## src/rtl/xlat_pkg.sv

```systemverilog
package xlat_pkg;
  localparam int VA_W   = 32;
  localparam int PG_SH  = 12;
  localparam int VPN_W  = VA_W - PG_SH;
  localparam int IX_W   = 10;

  localparam int B_PRES = 0;
  localparam int B_WR   = 1;
  localparam int B_USR  = 2;
  localparam int B_ACC  = 5;
  localparam int B_DRT  = 6;

  typedef enum logic [2:0] {
    S_IDLE, S_LOOK, S_DRD, S_DWB, S_TRD, S_TWB, S_FIN
  } walk_st_e;

  function automatic logic [VA_W-1:0] merge_perm(input logic [VA_W-1:0] dent,
                                                 input logic [VA_W-1:0] tent);
    logic [VA_W-1:0] r;
    r        = tent;
    r[B_WR]  = tent[B_WR]  & dent[B_WR];
    r[B_USR] = tent[B_USR] & dent[B_USR];
    return r;
  endfunction
endpackage

```

## src/rtl/xlat_tcache.sv

```systemverilog
module xlat_tcache #(
  parameter int IDX_W = 4,
  parameter int VPN_W = 20,
  parameter int ENT_W = 32
) (
  input  logic                   clk,
  input  logic                   rst,
  input  logic                   flush,
  input  logic [IDX_W-1:0]       rd_idx,
  input  logic [VPN_W-IDX_W-1:0] cmp_tag,
  output logic                   hit,
  output logic [ENT_W-1:0]       hit_entry,
  input  logic                   wr_en,
  input  logic [IDX_W-1:0]       wr_idx,
  input  logic [VPN_W-IDX_W-1:0] wr_tag,
  input  logic [ENT_W-1:0]       wr_entry
);
  localparam int DEPTH = 1 << IDX_W;
  localparam int TAG_W = VPN_W - IDX_W;
  localparam int WRD_W = TAG_W + ENT_W;

  logic [WRD_W-1:0] ram [DEPTH];
  logic [WRD_W-1:0] rd_word;
  logic [DEPTH-1:0] valid;
  logic             rd_valid;

  // tag+entry storage: one write port, one registered read port
  always_ff @(posedge clk) begin
    if (wr_en) ram[wr_idx] <= {wr_tag, wr_entry};
    rd_word <= ram[rd_idx];
  end

  for (genvar g = 0; g < DEPTH; g++) begin : g_valid
    always_ff @(posedge clk) begin
      if (rst || flush)                      valid[g] <= 1'b0;
      else if (wr_en && (wr_idx == IDX_W'(g))) valid[g] <= 1'b1;
    end
  end

  // a flush in the lookup cycle must not let a stale line through
  always_ff @(posedge clk) begin
    if (rst) rd_valid <= 1'b0;
    else     rd_valid <= valid[rd_idx] && !flush;
  end

  assign hit       = rd_valid && (rd_word[ENT_W +: TAG_W] == cmp_tag);
  assign hit_entry = rd_word[ENT_W-1:0];
endmodule

```

## src/rtl/xlat_perm.sv

```systemverilog
module xlat_perm (
  input  logic       pres,
  input  logic       wbit,
  input  logic       ubit,
  input  logic       acc_wr,
  input  logic [1:0] priv,
  input  logic       wp_en,
  output logic       fault,
  output logic [2:0] code
);
  logic user_lvl;
  logic sup_fault;
  logic wp_fault;

  always_comb begin
    user_lvl  = (priv != 2'd0);
    sup_fault = !ubit && user_lvl;
    wp_fault  = acc_wr && wp_en && !wbit;
    fault     = !pres || sup_fault || wp_fault;
    code      = {user_lvl, acc_wr, pres};
  end
endmodule

```

## src/rtl/xlat_fsm.sv

```systemverilog
module xlat_fsm
  import xlat_pkg::*;
#(
  parameter int IDX_W = 4
) (
  input  logic                   clk,
  input  logic                   rst,
  input  logic                   start,
  input  logic [VA_W-1:0]        lin_addr,
  input  logic                   is_write,
  input  logic [1:0]             priv,
  input  logic [VA_W-1:0]        dir_base,
  input  logic                   wp_en,
  output logic                   mem_req,
  output logic                   mem_we,
  output logic [VA_W-1:0]        mem_addr,
  output logic [VA_W-1:0]        mem_wdata,
  input  logic                   mem_ack,
  input  logic [VA_W-1:0]        mem_rdata,
  output logic [IDX_W-1:0]       c_rd_idx,
  output logic [VPN_W-IDX_W-1:0] c_tag,
  input  logic                   c_hit,
  input  logic [VA_W-1:0]        c_entry,
  output logic                   c_fill,
  output logic [VA_W-1:0]        c_fill_entry,
  output logic                   fin,
  output logic [VA_W-1:0]        res_entry,
  output logic [VA_W-1:0]        res_va,
  output logic                   res_wr,
  output logic [1:0]             res_priv,
  output logic                   res_wp
);
  localparam int TAG_W = VPN_W - IDX_W;
  localparam logic [VA_W-1:0] ACC_M = VA_W'(1) << B_ACC;
  localparam logic [VA_W-1:0] DRT_M = VA_W'(1) << B_DRT;

  walk_st_e        st;
  logic [VA_W-1:0] va_q, base_q, pde_q, pte_q, res_q;
  logic            wr_q, wp_q, fill_q;
  logic [1:0]      priv_q;
  logic [IX_W-1:0] dir_ix, tbl_ix;
  logic [VA_W-1:0] pde_addr, pte_addr, pte_upd;
  logic            dir_ph;

  always_comb begin
    dir_ix   = va_q[VA_W-1 -: IX_W];
    tbl_ix   = va_q[PG_SH +: IX_W];
    pde_addr = base_q + {{(VA_W-IX_W-2){1'b0}}, dir_ix, 2'b00};
    pte_addr = {pde_q[VA_W-1:PG_SH], {PG_SH{1'b0}}}
             + {{(VA_W-IX_W-2){1'b0}}, tbl_ix, 2'b00};
    pte_upd  = mem_rdata | ACC_M | (wr_q ? DRT_M : '0);
    dir_ph   = (st == S_DRD) || (st == S_DWB);
    mem_req  = (st == S_DRD) || (st == S_DWB) || (st == S_TRD) || (st == S_TWB);
    mem_we   = (st == S_DWB) || (st == S_TWB);
    mem_addr = dir_ph ? pde_addr : pte_addr;
    mem_wdata = (st == S_DWB) ? (pde_q | ACC_M) : pte_q;
  end

  always_ff @(posedge clk) begin
    if (rst) begin
      st     <= S_IDLE;
      fill_q <= 1'b0;
      va_q   <= '0;
      base_q <= '0;
      pde_q  <= '0;
      pte_q  <= '0;
      res_q  <= '0;
      wr_q   <= 1'b0;
      wp_q   <= 1'b0;
      priv_q <= '0;
    end else begin
      case (st)
        S_IDLE: if (start) begin
          va_q   <= lin_addr;
          wr_q   <= is_write;
          priv_q <= priv;
          base_q <= dir_base;
          wp_q   <= wp_en;
          fill_q <= 1'b0;
          st     <= S_LOOK;
        end
        S_LOOK: begin
          if (c_hit) begin
            res_q <= c_entry;
            st    <= S_FIN;
          end else begin
            st <= S_DRD;
          end
        end
        S_DRD: if (mem_ack) begin
          pde_q <= mem_rdata;
          if (!mem_rdata[B_PRES]) begin
            res_q <= '0;
            st    <= S_FIN;
          end else if (!mem_rdata[B_ACC]) begin
            st <= S_DWB;
          end else begin
            st <= S_TRD;
          end
        end
        S_DWB: if (mem_ack) st <= S_TRD;
        S_TRD: if (mem_ack) begin
          pte_q <= pte_upd;
          if (!mem_rdata[B_PRES]) begin
            res_q <= '0;
            st    <= S_FIN;
          end else if (pte_upd != mem_rdata) begin
            st <= S_TWB;
          end else begin
            res_q  <= merge_perm(pde_q, pte_upd);
            fill_q <= 1'b1;
            st     <= S_FIN;
          end
        end
        S_TWB: if (mem_ack) begin
          res_q  <= merge_perm(pde_q, pte_q);
          fill_q <= 1'b1;
          st     <= S_FIN;
        end
        default: st <= S_IDLE;
      endcase
    end
  end

  assign c_rd_idx     = (st == S_IDLE) ? lin_addr[PG_SH +: IDX_W] : va_q[PG_SH +: IDX_W];
  assign c_tag        = va_q[PG_SH+IDX_W +: TAG_W];
  assign c_fill       = (st == S_FIN) && fill_q;
  assign c_fill_entry = res_q;
  assign fin          = (st == S_FIN);
  assign res_entry    = res_q;
  assign res_va       = va_q;
  assign res_wr       = wr_q;
  assign res_priv     = priv_q;
  assign res_wp       = wp_q;

  AST_REQ_HOLD: assert property (@(posedge clk) disable iff (rst)
    (mem_req && !mem_ack) |=> (mem_req && $stable(mem_addr) && $stable(mem_we)));
  AST_TBL_NEEDS_DIR: assert property (@(posedge clk) disable iff (rst)
    (st == S_TRD) |-> pde_q[B_PRES]);
  AST_DIR_WB_ACC: assert property (@(posedge clk) disable iff (rst)
    (mem_req && mem_we && dir_ph) |-> (mem_wdata[B_ACC] && mem_addr == pde_addr));
  AST_TBL_WB_DIRTY: assert property (@(posedge clk) disable iff (rst)
    (st == S_TWB && wr_q) |-> (mem_wdata[B_DRT] && mem_wdata[B_ACC]));
endmodule

```

## src/rtl/xlat_walker.sv

```systemverilog
module xlat_walker
  import xlat_pkg::*;
#(
  parameter int IDX_W = 4
) (
  input  logic        clk,
  input  logic        rst,
  input  logic        flush,
  input  logic        start,
  input  logic [31:0] lin_addr,
  input  logic        is_write,
  input  logic [1:0]  priv,
  input  logic [31:0] dir_base,
  input  logic        wp_en,
  output logic        mem_req,
  output logic        mem_we,
  output logic [31:0] mem_addr,
  output logic [31:0] mem_wdata,
  input  logic        mem_ack,
  input  logic [31:0] mem_rdata,
  output logic        done,
  output logic [31:0] entry,
  output logic [31:0] phys_addr,
  output logic        fault,
  output logic [2:0]  fault_code
);
  localparam int TAG_W = VPN_W - IDX_W;

  logic [IDX_W-1:0] c_rd_idx;
  logic [TAG_W-1:0] c_tag;
  logic             c_hit, c_fill, fin, res_wr, res_wp;
  logic [31:0]      c_entry, c_fill_entry, res_entry, res_va;
  logic [1:0]       res_priv;
  logic             p_fault;
  logic [2:0]       p_code;

  xlat_fsm #(.IDX_W(IDX_W)) u_fsm (
    .clk(clk), .rst(rst), .start(start), .lin_addr(lin_addr),
    .is_write(is_write), .priv(priv), .dir_base(dir_base), .wp_en(wp_en),
    .mem_req(mem_req), .mem_we(mem_we), .mem_addr(mem_addr),
    .mem_wdata(mem_wdata), .mem_ack(mem_ack), .mem_rdata(mem_rdata),
    .c_rd_idx(c_rd_idx), .c_tag(c_tag), .c_hit(c_hit), .c_entry(c_entry),
    .c_fill(c_fill), .c_fill_entry(c_fill_entry), .fin(fin),
    .res_entry(res_entry), .res_va(res_va), .res_wr(res_wr),
    .res_priv(res_priv), .res_wp(res_wp)
  );

  xlat_tcache #(.IDX_W(IDX_W), .VPN_W(VPN_W), .ENT_W(32)) u_cache (
    .clk(clk), .rst(rst), .flush(flush), .rd_idx(c_rd_idx), .cmp_tag(c_tag),
    .hit(c_hit), .hit_entry(c_entry), .wr_en(c_fill),
    .wr_idx(res_va[PG_SH +: IDX_W]), .wr_tag(c_tag), .wr_entry(c_fill_entry)
  );

  xlat_perm u_perm (
    .pres(res_entry[B_PRES]), .wbit(res_entry[B_WR]), .ubit(res_entry[B_USR]),
    .acc_wr(res_wr), .priv(res_priv), .wp_en(res_wp),
    .fault(p_fault), .code(p_code)
  );

  always_ff @(posedge clk) begin
    if (rst) begin
      done       <= 1'b0;
      fault      <= 1'b0;
      fault_code <= '0;
      entry      <= '0;
      phys_addr  <= '0;
    end else begin
      done  <= fin;
      fault <= fin && p_fault;
      if (fin) begin
        fault_code <= p_code;
        entry      <= res_entry;
        phys_addr  <= {res_entry[31:PG_SH], res_va[PG_SH-1:0]};
      end
    end
  end

  AST_DONE_PULSE: assert property (@(posedge clk) disable iff (rst)
    done |=> !done);
  AST_FAULT_IN_DONE: assert property (@(posedge clk) disable iff (rst)
    fault |-> done);
  AST_ABSENT_ZERO: assert property (@(posedge clk) disable iff (rst)
    (done && !fault_code[0]) |-> (entry == 32'd0 && fault));
  AST_NO_REQ_AT_DONE: assert property (@(posedge clk) disable iff (rst)
    done |-> !mem_req);
endmodule

```

## config.mk

```make
export PLATFORM = sky130hd
export DESIGN_NAME = xlat_walker
export DESIGN_NICKNAME = d
export VERILOG_FILES = /design/src/rtl/xlat_pkg.sv /design/src/rtl/xlat_tcache.sv /design/src/rtl/xlat_perm.sv /design/src/rtl/xlat_fsm.sv /design/src/rtl/xlat_walker.sv
export SDC_FILE = /design/constraint.sdc
export NUM_CORES = 2
export LEC_CHECK = 0
export ABC_AREA = 0
export CORE_UTILIZATION = 59
export CTS_CLUSTER_SIZE = 12
export DETAILED_ROUTE_END_ITERATION = 10
export DONT_BUFFER_PORTS = 1
export PLACE_DENSITY = 0.77
export SETUP_SLACK_MARGIN = 0.5
export SYNTH_ARGS = -nofsm -noshare
export SYNTH_HDL_FRONTEND = slang
export SYNTH_SLANG_ARGS = --single-unit
```

## constraint.sdc

```tcl
create_clock -name clk -period 7.3 [get_ports clk]
set_clock_uncertainty 0.05 [all_clocks]
set_input_delay 0.73 -clock clk [delete_from_list [all_inputs] [get_ports clk]]
set_output_delay 0.73 -clock clk [all_outputs]
set_load 0.01 [all_outputs]
```

==> run summary <==
average instance area after synthesis: 12.2 um2
DRC Markers: 0
Yosys cell types: 72
Max VDD drop: 0.000206 V
vias in the first global route: 28200
chip width: 270 um
CP startpoint kind: flop
Mapped Cells: 3460
cts bufs inserted: 101
worst r2r dst: u_cache.rd_word[31]$_DFF_P_
Synth warnings: 0
Core Region: 70500 um2
routed vias: 29100
min Tclk post-route: 4.88 ns
Async SR Flop Fraction: 0
CTS H-tree depth: 3
PwrDens: 302 nW/um2
crit-path cells: ha_1 -> a21oi_1 -> nand2_1 -> a31oi_1 -> a21boi_0 -> xnor2_1 -> o21ai_0
largest net degree at the start of global routing: 216
Initial DRT Pass Iterations: 8
reg2reg start: u_fsm.st[0]$_SDFFE_PP0P_
CTS tree: yes
initial antenna violation count: 2
commonest non-fill, non-tap cell in the layout: nand2_1
clk sinks: 1048
share of cells above drive strength 1: 0.0979
EDFF count, synth: 768
Hold Crit Start: rst
Fmax achieved: 205 MHz
FF-to-FF path depth: 7
arrival time at the worst endpoint: 4.10 ns
CP max stage delay: 0.89 ns
final hold violations: 0
# IOs: 240
Max Cap Viol: 0
most frequent cells in the layout: nand2_1 (843), edfxtp_1 (768), dfxtp_1 (280)
Port Buffer Count: 0
first-pass GRT wire length: 171 mm
Post-CTS Setup Repair Bufs: 0
CP Capture Type: primary output
DRT iter0 DRCs: 4112
Area Overhead vs Synth: 7.75%
row count: 97
crit-path max FO: 19
Final Cycle Share: 0.669
ys flop type: edfxtp_1
worst hold stages: 1
Hold Path End: u_fsm.res_va[22]$_SDFFE_PP0P_
Post-CTS Resized: 0
fin area: 45600 um2
chip height: 270 um
Syn Nets: 3576
CP max stage cell: a31oi_1
Slew @ Worst Pin: 1.31 ns
average wire per cell in the routed design: 26.5 um
P_leak: 15.3 nW
root buffer cell: clkbuf_16
#FFs+latches synth: 1048
Skew-Pair Late Insertion Delay: 0.65 ns
Reg clk slew, reported paths: 0.06 ns
Post-Synthesis Cell Area: 42400 um2
# fillers: 4861
status: finished with violations
WS Path Type: reg -> out
r2r setup slk: 3.21 ns
layout net count: 3434
Placed Area: 42600 um2
post-synthesis sequential area ratio: 0.677
Clock Path Buffers: 3
violated checks: antenna violations
RSZ-0062 raised after global routing: no
Initial Util: 0.601
Slew Limit Fails: 0
Final TNS setup: 0 ns
drt total wl: 115 mm
CP required: 6.52 ns
hpwl dp: 61.6 mm
Placer Congestion: 0.965
vias per cell: 6.70
CTS Hold Bufs: 0
Worst Hold Class: in -> reg
number of routed nets with antenna violations: 1
Remaining Overflow, GRT: 0
# setup viols final: 0
max_slew headroom: 0.126
GR Util All Layers: 0.310
total die area: 72900 um2
==> per-stage QoR <==
| step | power [mW] | setup WS (ns) | cells | util | hold slack, ns |
|---|---|---|---|---|---|
| floorplan | 8.44 | 2.22 | 3460 | - | 0.382 |
| global route | 14.2 | 2.25 | 4342 | 0.647 | 0.0881 |
| finish | 13.8 | 2.42 | 4347 | 0.647 | 0.105 |
| global placement | 8.95 | 3.33 | 4155 | 0.605 | 0.384 |
| CTS | 13.7 | 2.52 | 4341 | 0.647 | 0.0813 |
| detailed placement | 9.02 | 3.23 | 4155 | 0.605 | 0.391 |
==> how the worst max path moves through the flow <==
stage	from	cells past startpoint	endpoint
5_1_grt	u_fsm.res_va[29]$_SDFFE_PP0P_	7	mem_addr[13]
3_5_place_dp	u_fsm.res_va[29]$_SDFFE_PP0P_	7	mem_addr[13]
6_report	u_fsm.res_va[29]$_SDFFE_PP0P_	7	mem_addr[13]
2_1_floorplan	u_fsm.st[0]$_SDFFE_PP0P_	5	u_cache.ram[0][0]$_DFFE_PP_
3_3_place_gp	u_fsm.res_va[22]$_SDFFE_PP0P_	9	mem_addr[24]
4_1_cts	u_fsm.res_va[29]$_SDFFE_PP0P_	7	mem_addr[13]
==> registers in the layout, indices dropped and copies added, names as in the netlist, 3 cells and up <==
signal              cells
u_fsm.st                3
u_fsm.pte_q            32
u_cache.rd_word        48
phys_addr              12
entry                  32
u_fsm.pde_q            31
u_cache.ram           768
u_fsm.base_q           32
u_cache.valid          16
u_fsm.c_fill_entry     32
u_fsm.res_va           32
==> metal layers <==
layer	track usage	vias to the layer above	share of wire
li1	-	12600	-
met1	0.420	14200	0.38
met2	0.475	1976	0.46
met3	0.0752	324	0.12
met4	0.141	0	0.042
met5	0	-	0
==> power breakdown <==
part	leakage, nW	total [mW]	internal (mW)	switching, mW
Clock	1.43	4.80	2.68	2.13
Sequential	9.22	7.09	6.70	0.389
Combinational	4.61	1.88	0.629	1.25
Total	15.3	13.8	10.0	3.77
==> logic make-up after synthesis <==
logic type               share of synthesized area
AND/OR/NAND/NOR                              0.118
flip-flops                                   0.677
AO/OA/AOI/OAI                                0.145
buffers and inverters                       0.0367
multiplexers                                0.0119
XOR/XNOR                                   0.00889
adder cells (fa/ha/maj)                    0.00343
==> worst max-delay path, delay by kind of cell (launching register included) <==
family / cells / cell delay, ns
xor gates and xnor gates: 1 / 0.20
AOI/OAI and AO/OA: 4 / 1.88
adders and majority gates: 1 / 0.44
and+or+nand+nor: 1 / 0.14
DFF: 1 / 0.79
==> Yosys cell counts, types with 3 or more instances <==
library cell  number  area, um2
buf_2             76        380
buf_4             33        248
nand4_1            8       50.1
mux2_2            33        372
nand3_1           13       65.1
and2_1             5       31.3
dfxtp_1          280       5610
o21a_1            17        128
a22oi_1           98        736
xnor2_1           36        315
and3_1           195       1220
inv_1              8       30.0
xor2_1             7       61.3
clkbuf_1         155        582
edfxtp_1         768      23100
nor2b_1            3       18.8
a31oi_1          196       1230
o21ai_0           33        165
nor3_1            16       80.1
a21oi_1          221       1110
mux2i_1           12        120
nand2_1          845       3170
buf_6             24        270
a211oi_1         120        901
nand2b_1           7       43.8
nor2_1            37        139
a311oi_1          32        280
a211oi_2          81       1010
a222oi_1          28        280
o2111ai_1          3       26.3
buf_1              9       33.8
ha_1              10        125
==> area by class of cell <==
type	count	area, um2	area share
antenna	6	15.0	0.000329
tap	940	1180	0.0258
clock inverter	12	81.3	0.00178
multi-input combinational	2105	12300	0.270
clock buffer	174	2900	0.0634
inverter	9	33.8	0.000740
timing repair buffer	53	435	0.00954
sequential	1048	28700	0.628
Power figures use the tool's default switching activity.
